===== config.mk =====
export PLATFORM = sky130hd
export DESIGN_NAME = gpio_irq_bank
export DESIGN_NICKNAME = d
export VERILOG_FILES = /design/src/rtl/gpio_irq_pkg.sv /design/src/rtl/gpio_irq_cfg.sv /design/src/rtl/gpio_irq_detect.sv /design/src/rtl/gpio_irq_status.sv /design/src/rtl/gpio_irq_bank.sv
export SDC_FILE = /design/constraint.sdc
export NUM_CORES = 1
export LEC_CHECK = 0
export BUFFER_PORTS_ARGS = -buffer_cell sky130_fd_sc_hd__clkbuf_2
export CAP_MARGIN = 30
export CORE_MARGIN = 4
export CORE_UTILIZATION = 59
export CTS_CLUSTER_DIAMETER = 150
export CTS_CLUSTER_SIZE = 16
export DETAILED_ROUTE_END_ITERATION = 6
export GPL_ROUTABILITY_DRIVEN = 0
export GPL_TIMING_DRIVEN = 0
export PLACE_DENSITY_LB_ADDON = 0.15
export SLEW_MARGIN = 20
export SYNTH_ARGS = -nofsm -noshare
export SYNTH_HDL_FRONTEND = slang
export SYNTH_SLANG_ARGS = --single-unit

===== constraint.sdc =====
create_clock -name clk_i -period 2.06 [get_ports clk_i]
set_input_delay 0.309 -clock clk_i [delete_from_list [all_inputs] [get_ports clk_i]]
set_output_delay 0.309 -clock clk_i [all_outputs]
set_load 0.01 [all_outputs]

===== src/rtl/gpio_irq_pkg.sv =====
package gpio_irq_pkg;
  localparam int unsigned REG_AW = 5;

  localparam logic [REG_AW-1:0] OFF_EN   = 5'h00;
  localparam logic [REG_AW-1:0] OFF_T0   = 5'h04;
  localparam logic [REG_AW-1:0] OFF_T1   = 5'h08;
  localparam logic [REG_AW-1:0] OFF_T2   = 5'h0C;
  localparam logic [REG_AW-1:0] OFF_STAT = 5'h10;
  localparam logic [REG_AW-1:0] OFF_VAL  = 5'h14;
  localparam logic [REG_AW-1:0] OFF_DOUT = 5'h18;

  typedef enum logic [2:0] {
    TRIG_FALL,
    TRIG_RISE,
    TRIG_BOTH,
    TRIG_LOW,
    TRIG_HIGH
  } trig_e;

  function automatic trig_e trig_decode(logic t0, logic t1, logic t2);
    if (t1)      return t0 ? TRIG_HIGH : TRIG_LOW;
    else if (t2) return TRIG_BOTH;
    else         return t0 ? TRIG_RISE : TRIG_FALL;
  endfunction
endpackage


===== src/rtl/gpio_irq_cfg.sv =====
module gpio_irq_cfg
  import gpio_irq_pkg::*;
#(
  parameter int unsigned WIDTH = 32
) (
  input  logic              clk_i,
  input  logic              rst_ni,
  input  logic              wr_i,
  input  logic [REG_AW-1:0] addr_i,
  input  logic [WIDTH-1:0]  wdata_i,
  output logic [WIDTH-1:0]  en_o,
  output logic [WIDTH-1:0]  t0_o,
  output logic [WIDTH-1:0]  t1_o,
  output logic [WIDTH-1:0]  t2_o,
  output logic [WIDTH-1:0]  dout_o
);
  always_ff @(posedge clk_i or negedge rst_ni) begin
    if (!rst_ni) begin
      en_o   <= '0;
      t0_o   <= '0;
      t1_o   <= '0;
      t2_o   <= '0;
      dout_o <= '0;
    end else if (wr_i) begin
      case (addr_i)
        OFF_EN:   en_o   <= wdata_i;
        OFF_T0:   t0_o   <= wdata_i;
        OFF_T1:   t1_o   <= wdata_i;
        OFF_T2:   t2_o   <= wdata_i;
        OFF_DOUT: dout_o <= wdata_i;
        default: ;
      endcase
    end
  end
endmodule


===== src/rtl/gpio_irq_detect.sv =====
module gpio_irq_detect
  import gpio_irq_pkg::*;
#(
  parameter int unsigned WIDTH = 32
) (
  input  logic             clk_i,
  input  logic             rst_ni,
  input  logic [WIDTH-1:0] pins_i,
  input  logic [WIDTH-1:0] en_i,
  input  logic [WIDTH-1:0] t0_i,
  input  logic [WIDTH-1:0] t1_i,
  input  logic [WIDTH-1:0] t2_i,
  output logic [WIDTH-1:0] prev_o,
  output logic [WIDTH-1:0] hit_o
);
  logic [WIDTH-1:0] prev_q;

  // tracks pins from the first edge out of reset
  always_ff @(posedge clk_i or negedge rst_ni) begin
    if (!rst_ni) prev_q <= '0;
    else         prev_q <= pins_i;
  end

  for (genvar b = 0; b < WIDTH; b++) begin : g_bit
    trig_e mode;
    logic  evt;
    always_comb begin
      mode = trig_decode(t0_i[b], t1_i[b], t2_i[b]);
      case (mode)
        TRIG_RISE: evt = pins_i[b] & ~prev_q[b];
        TRIG_FALL: evt = ~pins_i[b] & prev_q[b];
        TRIG_BOTH: evt = pins_i[b] ^ prev_q[b];
        TRIG_HIGH: evt = pins_i[b];
        TRIG_LOW:  evt = ~pins_i[b];
        default:   evt = 1'b0;
      endcase
    end
    assign hit_o[b] = evt & en_i[b];
  end

  assign prev_o = prev_q;
endmodule


===== src/rtl/gpio_irq_status.sv =====
module gpio_irq_status #(
  parameter int unsigned WIDTH = 32
) (
  input  logic             clk_i,
  input  logic             rst_ni,
  input  logic [WIDTH-1:0] hit_i,
  input  logic [WIDTH-1:0] clr_i,
  output logic [WIDTH-1:0] status_o
);
  // set has priority over write-one-to-clear
  always_ff @(posedge clk_i or negedge rst_ni) begin
    if (!rst_ni) status_o <= '0;
    else         status_o <= (status_o & ~clr_i) | hit_i;
  end
endmodule


===== src/rtl/gpio_irq_bank.sv =====
module gpio_irq_bank
  import gpio_irq_pkg::*;
#(
  parameter int unsigned WIDTH = 32
) (
  input  logic              clk_i,
  input  logic              rst_ni,
  input  logic [WIDTH-1:0]  pins_i,
  input  logic              wr_i,
  input  logic [REG_AW-1:0] addr_i,
  input  logic [WIDTH-1:0]  wdata_i,
  output logic [WIDTH-1:0]  rdata_o,
  output logic [WIDTH-1:0]  out_o,
  output logic              irq_o
);
  logic [WIDTH-1:0] en_q, t0_q, t1_q, t2_q, dout_q;
  logic [WIDTH-1:0] prev_q, hit, clr, status_q;

  gpio_irq_cfg #(.WIDTH(WIDTH)) cfg_i (
    .clk_i  (clk_i),
    .rst_ni (rst_ni),
    .wr_i   (wr_i),
    .addr_i (addr_i),
    .wdata_i(wdata_i),
    .en_o   (en_q),
    .t0_o   (t0_q),
    .t1_o   (t1_q),
    .t2_o   (t2_q),
    .dout_o (dout_q)
  );

  gpio_irq_detect #(.WIDTH(WIDTH)) det_i (
    .clk_i (clk_i),
    .rst_ni(rst_ni),
    .pins_i(pins_i),
    .en_i  (en_q),
    .t0_i  (t0_q),
    .t1_i  (t1_q),
    .t2_i  (t2_q),
    .prev_o(prev_q),
    .hit_o (hit)
  );

  assign clr = (wr_i && addr_i == OFF_STAT) ? wdata_i : '0;

  gpio_irq_status #(.WIDTH(WIDTH)) st_i (
    .clk_i   (clk_i),
    .rst_ni  (rst_ni),
    .hit_i   (hit),
    .clr_i   (clr),
    .status_o(status_q)
  );

  always_comb begin
    case (addr_i)
      OFF_EN:   rdata_o = en_q;
      OFF_T0:   rdata_o = t0_q;
      OFF_T1:   rdata_o = t1_q;
      OFF_T2:   rdata_o = t2_q;
      OFF_STAT: rdata_o = status_q;
      OFF_VAL:  rdata_o = prev_q;
      OFF_DOUT: rdata_o = dout_q;
      default:  rdata_o = '0;
    endcase
  end

  assign out_o = dout_q;
  assign irq_o = |(status_q & en_q);
endmodule


==> metrics, run 1 <==
status=finished with violations; failing checks=DRC, setup timing; fin. max-slew vios=0; cell leakage power=6.935 nW; met3 GRT Util=0.05994; Mapped Cells=1085; Iter 0 DRT Violations=794; IO buf count=135; core area=0.02049 mm2; dpl hpwl=23990 um; Hold Path Stages=1; CTS tree=built; slew margin rel.=0.5626; Final Setup Violations=7; CP arrival=2020 ps; DR vias/cell=6.191; final net count=1427; worst r2r src=det_i.prev_o[23]; min Tclk post-route=2324 ps; power consumption=0.01214 W; n_diodes=0; RSZ-0062 raised after global routing=yes; Final ANT Viol Nets=0; CP required=1750 ps; gr usage total=0.2998; root buffer cell=clkbuf_16; Final Skew=7.940 ps; Area Overhead vs Synth=19.68%; GR Util met1=0.4072; area leader, netlist=dfrtp_1; startpoint types=flip-flop; hold_sp=pins_i[27]; Post-synth EDFFs=0; GRT met2 Usage=0.4817; Post-Syn Area=0.01244 mm2; Syn Area/Cell=11.46 um2; initial core utilization=0.6069; critical path cell sequence=a22oi_1, nand4_1, or4_4, clkbuf_2; R2R cell count=5; setup_tns=-433.1 ps; busiest layer in global routing=met2; vias=9652; Fin Hold WS=18.17 ps; DIE AREA=0.02347 mm2; maximum root-to-sink buffer count=3; max cap viols=0; Die X=153.2 um; register bit total from synthesis=224; Worst-Margin Slew=656.1 ps; Top FF cell, synth=dfrtp_1; initial antenna violation count=0; leading cell types in the layout, fill and taps excluded=dfrtp_1, mux2_1, clkbuf_2, nand3_1; maximum VDD drop=0.6837 mV; Pre-antenna DRT Iters=7; top cells by area, synth=dfrtp_1, mux2_1, ha_1, nand3_1, mux2_2; post-synthesis sequential area ratio=0.4507; leading cell type in the layout, fill and taps excluded=dfrtp_1; row cnt=52; # clock sinks=224; slowest CP cell=or4_4; CTS buffer count=17; maximum clock rate=0.4303 GHz; Synth top area share=0.4507; Max Fanout on Critical Path=4; H-Tree Depth=1; first-pass GRT wire length=55530 um; reg2reg setup slack=770 ps; final worst slack=-264.1 ps; post-synthesis cell type count=39; DRC Markers=3; die height=153.2 um; final period utilization=1.128; crit path kind=reg2out; Syn Nets=1221; I/O pins=137; Setup crit end kind=primary output; Hold Violations, Final=0; Routed WL per cell=22.93 um; worst hold-check path type=in2reg; Routed WL=35740 um; fraction of registers with async set/reset=1.000; placed instance area=0.01352 mm2; clk_lat worst skew=490 ps; largest net degree at the start of global routing=89; FF-to-FF End=st_i.status_o[23]; layout cells sized above 1=0.2676; yosys warns=0; vias in the first global route=9861; Pwr Density=815.7 mW/mm2; grt ovf=0; Finished Cell Area=0.01489 mm2; Min-Delay Endpoint=det_i.prev_o[27]; CP peak stage delay=470 ps; Reg clk slew, reported paths=80 ps
power by group:
part | internal [W] | switching, W
clock network | 0.00147 | 0.00153
registers | 0.00526 | 0.00104
logic | 0.00151 | 0.00133
registers in the layout, indices dropped and copies added (netlist names):
signal         count
cfg_i.dout_o      32
cfg_i.en_o        32
cfg_i.t0_o        32
cfg_i.t1_o        32
cfg_i.t2_o        32
det_i.prev_o      32
st_i.status_o     32
layout make-up:
| class | count | area [um2] |
|---|---|---|
| inverters | 96 | 360.3 |
| multi-input cells | 707 | 6465 |
| well taps | 270 | 337.8 |
| repair buffers | 188 | 1227 |
| flip-flops and latches | 224 | 5628 |
| clock buffers | 17 | 425.4 |
| plain buffers | 57 | 441.7 |
| fillers | 1431 | 5609 |
synth_stat cells, types with 2 or more instances:
cell type  count
dfrtp_1      224
buf_2         25
buf_6          3
nand3b_1       2
mux2_1       163
o221ai_1      13
a22oi_1       16
buf_1          3
clkbuf_1      24
mux2_2        42
buf_4          3
o31ai_1       31
xnor2_1       32
nand2_1       96
mux4_2        19
mux2i_1       27
ha_1          64
nand4_1       22
o2111ai_1     31
a2bb2oi_1     13
nor2b_1        2
inv_1         96
nand3_1      118
metal layers:
layer | wire, um | share of wire
met1 | 14790 | 0.41
met2 | 16740 | 0.47
met3 | 2826 | 0.079
met4 | 1387 | 0.039
met5 | 0 | 0
worst max-delay path: cells and delay by family, from the launching register on:
| family | cells | cell delay (ps) |
|---|---|---|
| compound gates | 1 | 270 |
| simple gates | 2 | 680 |
| buf+inv | 1 | 150 |
| flops | 1 | 420 |
stage by stage:
stage	utilization	setup slack, ps	instances
after detailed placement	0.6595	-653.3	1492
after floorplan	-	105.2	1085
final	0.7263	-264.1	1559
after global routing	0.7263	-293.8	1559
after CTS	0.7156	-236.4	1549
after global placement	0.6563	-3882	1490
kinds of logic after synthesis:
| logic type | count (synthesis) | synth area share |
|---|---|---|
| adders and majority gates | 64 | 0.06438 |
| muxes | 251 | 0.2417 |
| DFF | 224 | 0.4507 |
| buffers and inverters | 154 | 0.05171 |
| xor gates and xnor gates | 32 | 0.02253 |
| and+or+nand+nor | 252 | 0.09818 |
| AOI/OAI and AO/OA | 108 | 0.07082 |
worst max path at each step:
stage | from | end | slack [ps] | depth (start not counted)
final | cfg_i.en_o[30] | irq_o | -260 | 4
after global routing | cfg_i.en_o[26] | irq_o | -290 | 4
after CTS | st_i.status_o[22] | irq_o | -240 | 4
after detailed placement | addr_i[1] | rdata_o[0] | -650 | 6
after global placement | rst_ni | cfg_i.t0_o[9] | -3880 | 1
after floorplan | addr_i[2] | rdata_o[17] | 110 | 5
what timing repair did:
action,in CTS,in global routing
setup buffers,13,10
gates resized for setup,99,50
pin swaps,5,10
hold buffers,27,0
endpoints found under the setup margin,33,31
endpoints found under the hold margin,93,0
cloned,0,1
No activity file was read; power rests on OpenSTA's default activity.
==> inputs of run 2 (changes only) <==
RECOVER_POWER = 25   (was default)
clock period = 2.2 ns   (was 2.06 ns; I/O delays follow)
==> metrics, run 2 (same netlist as run 1, synthesis figures left out) <==
status=finished with violations; failing checks=setup timing; power consumption=0.01126 W (-7.3%); clk_lat worst skew=490 ps (about the same); grt ovf=0 (unchanged); Iter 0 DRT Violations=825 (+3.9%); footprint of the multi-input gates=0.006434 mm2 (-0.48%); Reg clk slew, reported paths=80 ps (about the same); sequential power share=0.523 (+0.004); maximum clock rate=0.4271 GHz; crit path kind=reg2out; n_diodes=0 (unchanged); layout cells sized above 1=0.2242 (-0.04348); row cnt=52 (unchanged); fin. max-slew vios=0 (unchanged); CP required=1870 ps (+120 ps); first-pass GRT wire length=54860 um (-1.2%); die height=153.2 um (unchanged); Area Overhead vs Synth=16.25%; Final ANT Viol Nets=0 (unchanged); Pre-antenna DRT Iters=7 (unchanged); leading cell type in the layout, fill and taps excluded=dfrtp_1; RSZ-0062 raised after global routing=yes; final net count=1396 (-2.2%); leading cell types in the layout, fill and taps excluded=dfrtp_1, mux2_1, nand3_1, inv_1, nand2_1; final period utilization=1.064; CTS buffer count=17 (unchanged); # clock sinks=224 (unchanged); critical path cell sequence=a22oi_2, nand4_1, or4_4, clkbuf_2; Die X=153.2 um (unchanged); Final Util=0.7055 (-0.02082); Combinational Power Share=0.229 (-0.005); Worst-Margin Slew=849.4 ps (+193.3 ps); CTS tree=built; DRC Markers=0 (-3); Final Skew=8.062 ps (+0.1217 ps); CP startpoint=cfg_i.en_o[24]; min Tclk post-route=2341 ps; slowest CP cell=or4_4; Routed WL=35140 um (-1.7%); gr usage total=0.2955 (-0.004224); startpoint types=flip-flop; DIE AREA=0.02347 mm2 (unchanged); slew margin rel.=0.4337 (-0.1288); H-Tree Depth=1 (unchanged); Clock Power Share=0.248 (about the same); initial antenna violation count=0 (unchanged); Hold Violations, Final=0 (unchanged); dpl ws=-555.3 ps (+98.00 ps); hold_sp=pins_i[14]; largest net degree at the start of global routing=89 (unchanged); sw frac=0.3211 (about the same); DR vias/cell=6.221 (+0.47%); worst r2r src=det_i.prev_o[19]; internal power=0.007644 W (-7.3%); core area=0.02049 mm2 (unchanged); maximum VDD drop=0.6764 mV (-1.1%); Setup crit end kind=primary output; CP arrival=2010 ps (about the same); FILL cells=1515 (+5.9%); cell leakage power=6.673 nW (-3.8%); Pwr Density=778.7 mW/mm2 (-4.5%); Routed WL per cell=23.00 um (+0.32%); Fin Hold WS=27.64 ps (+9.465 ps); Max Fanout on Critical Path=5 (+1); maximum root-to-sink buffer count=3 (unchanged); IO buf count=135 (unchanged); worst hold-check path type=in2reg; max cap viols=0 (unchanged); final worst slack=-141.1 ps (+123.0 ps); vias in the first global route=9731 (-1.3%); Final Setup Violations=15 (+8); CP peak stage delay=540 ps (+70 ps); NetSw=0.003615 W (-7.3%); vias=9505 (-1.5%); initial core utilization=0.6069 (unchanged); root buffer cell=clkbuf_16; dpl hpwl=23990 um (unchanged); I/O pins=137 (unchanged); register area=0.005619 mm2 (-0.16%)
## run 2: what timing repair did
| item | CTS | global route |
|---|---|---|
| pin swaps | 5 | 12 |
| gates resized for setup | 74 | 58 |
| endpoints found under the hold margin | 70 | 0 |
| cloned | 0 | 1 |
| buffers inserted | 8 | 6 |
| setup endpoints to repair | 33 | 31 |
| hold buffers | 4 | 0 |
## run 2: stage by stage
| stage | area, um2 | setup TNS, ps | std cells |
|---|---|---|---|
| after floorplan | 12440 | 0 | 1085 |
| after global placement | 13450 | -864440 | 1490 |
| after detailed placement | 13520 | -27870 | 1492 |
| after CTS | 14280 | -117.4 | 1521 |
| after global routing | 14460 | -1096 | 1528 |
| final | 14460 | -877.8 | 1528 |
## run 2: area by class of cell
class / instances / share of cell area
multi-input cells: 707 / 0.4450
inverters: 96 / 0.02492
repair buffers: 156 / 0.05945
plain buffers: 58 / 0.02925
clock buffers: 17 / 0.02942
well taps: 270 / 0.02336
flip-flops and latches: 224 / 0.3886
## run 2: power by group through the flow
stage / clock [W] / combinational [W] / sequential [W]
finish: 0.00280 / 0.00258 / 0.00588
global route: 0.00300 / 0.00285 / 0.00597
CTS: 0.00283 / 0.00247 / 0.00584
detailed placement: 0 / 0.00234 / 0.00591
global placement: 0 / 0.00226 / 0.00588
floorplan: 0 / 0.00157 / 0.00561
## run 2: path summary, 6_finish.rpt
path                       slack (ps)           endpoint  depth (start not counted)
max                              -140              irq_o                          4
min                                30   det_i.prev_o[14]                          1
max reg2reg                       900  st_i.status_o[19]                          5
min reg2reg                       530   cfg_i.dout_o[10]                          1
max in group asynchronous         300      cfg_i.en_o[2]                          4
min in group asynchronous         400     cfg_i.t0_o[22]                          2
## run 2: routing by layer
layer  vias to the layer above  track usage  part of all wire
met1                      4713       0.3996              0.41
met4                         0       0.1001             0.036
met2                       426       0.4761              0.47
li1                       4275            -                 -
met3                        91      0.06588             0.082
met5                         -            0                 0
## run 2: critical path: cells and delay by family, from the launching register on
kind                   cells  cell delay, ps
buffers and inverters      1             150
AO/OA/AOI/OAI              1             260
AND/OR/NAND/NOR            2             670
flip-flops                 1             450
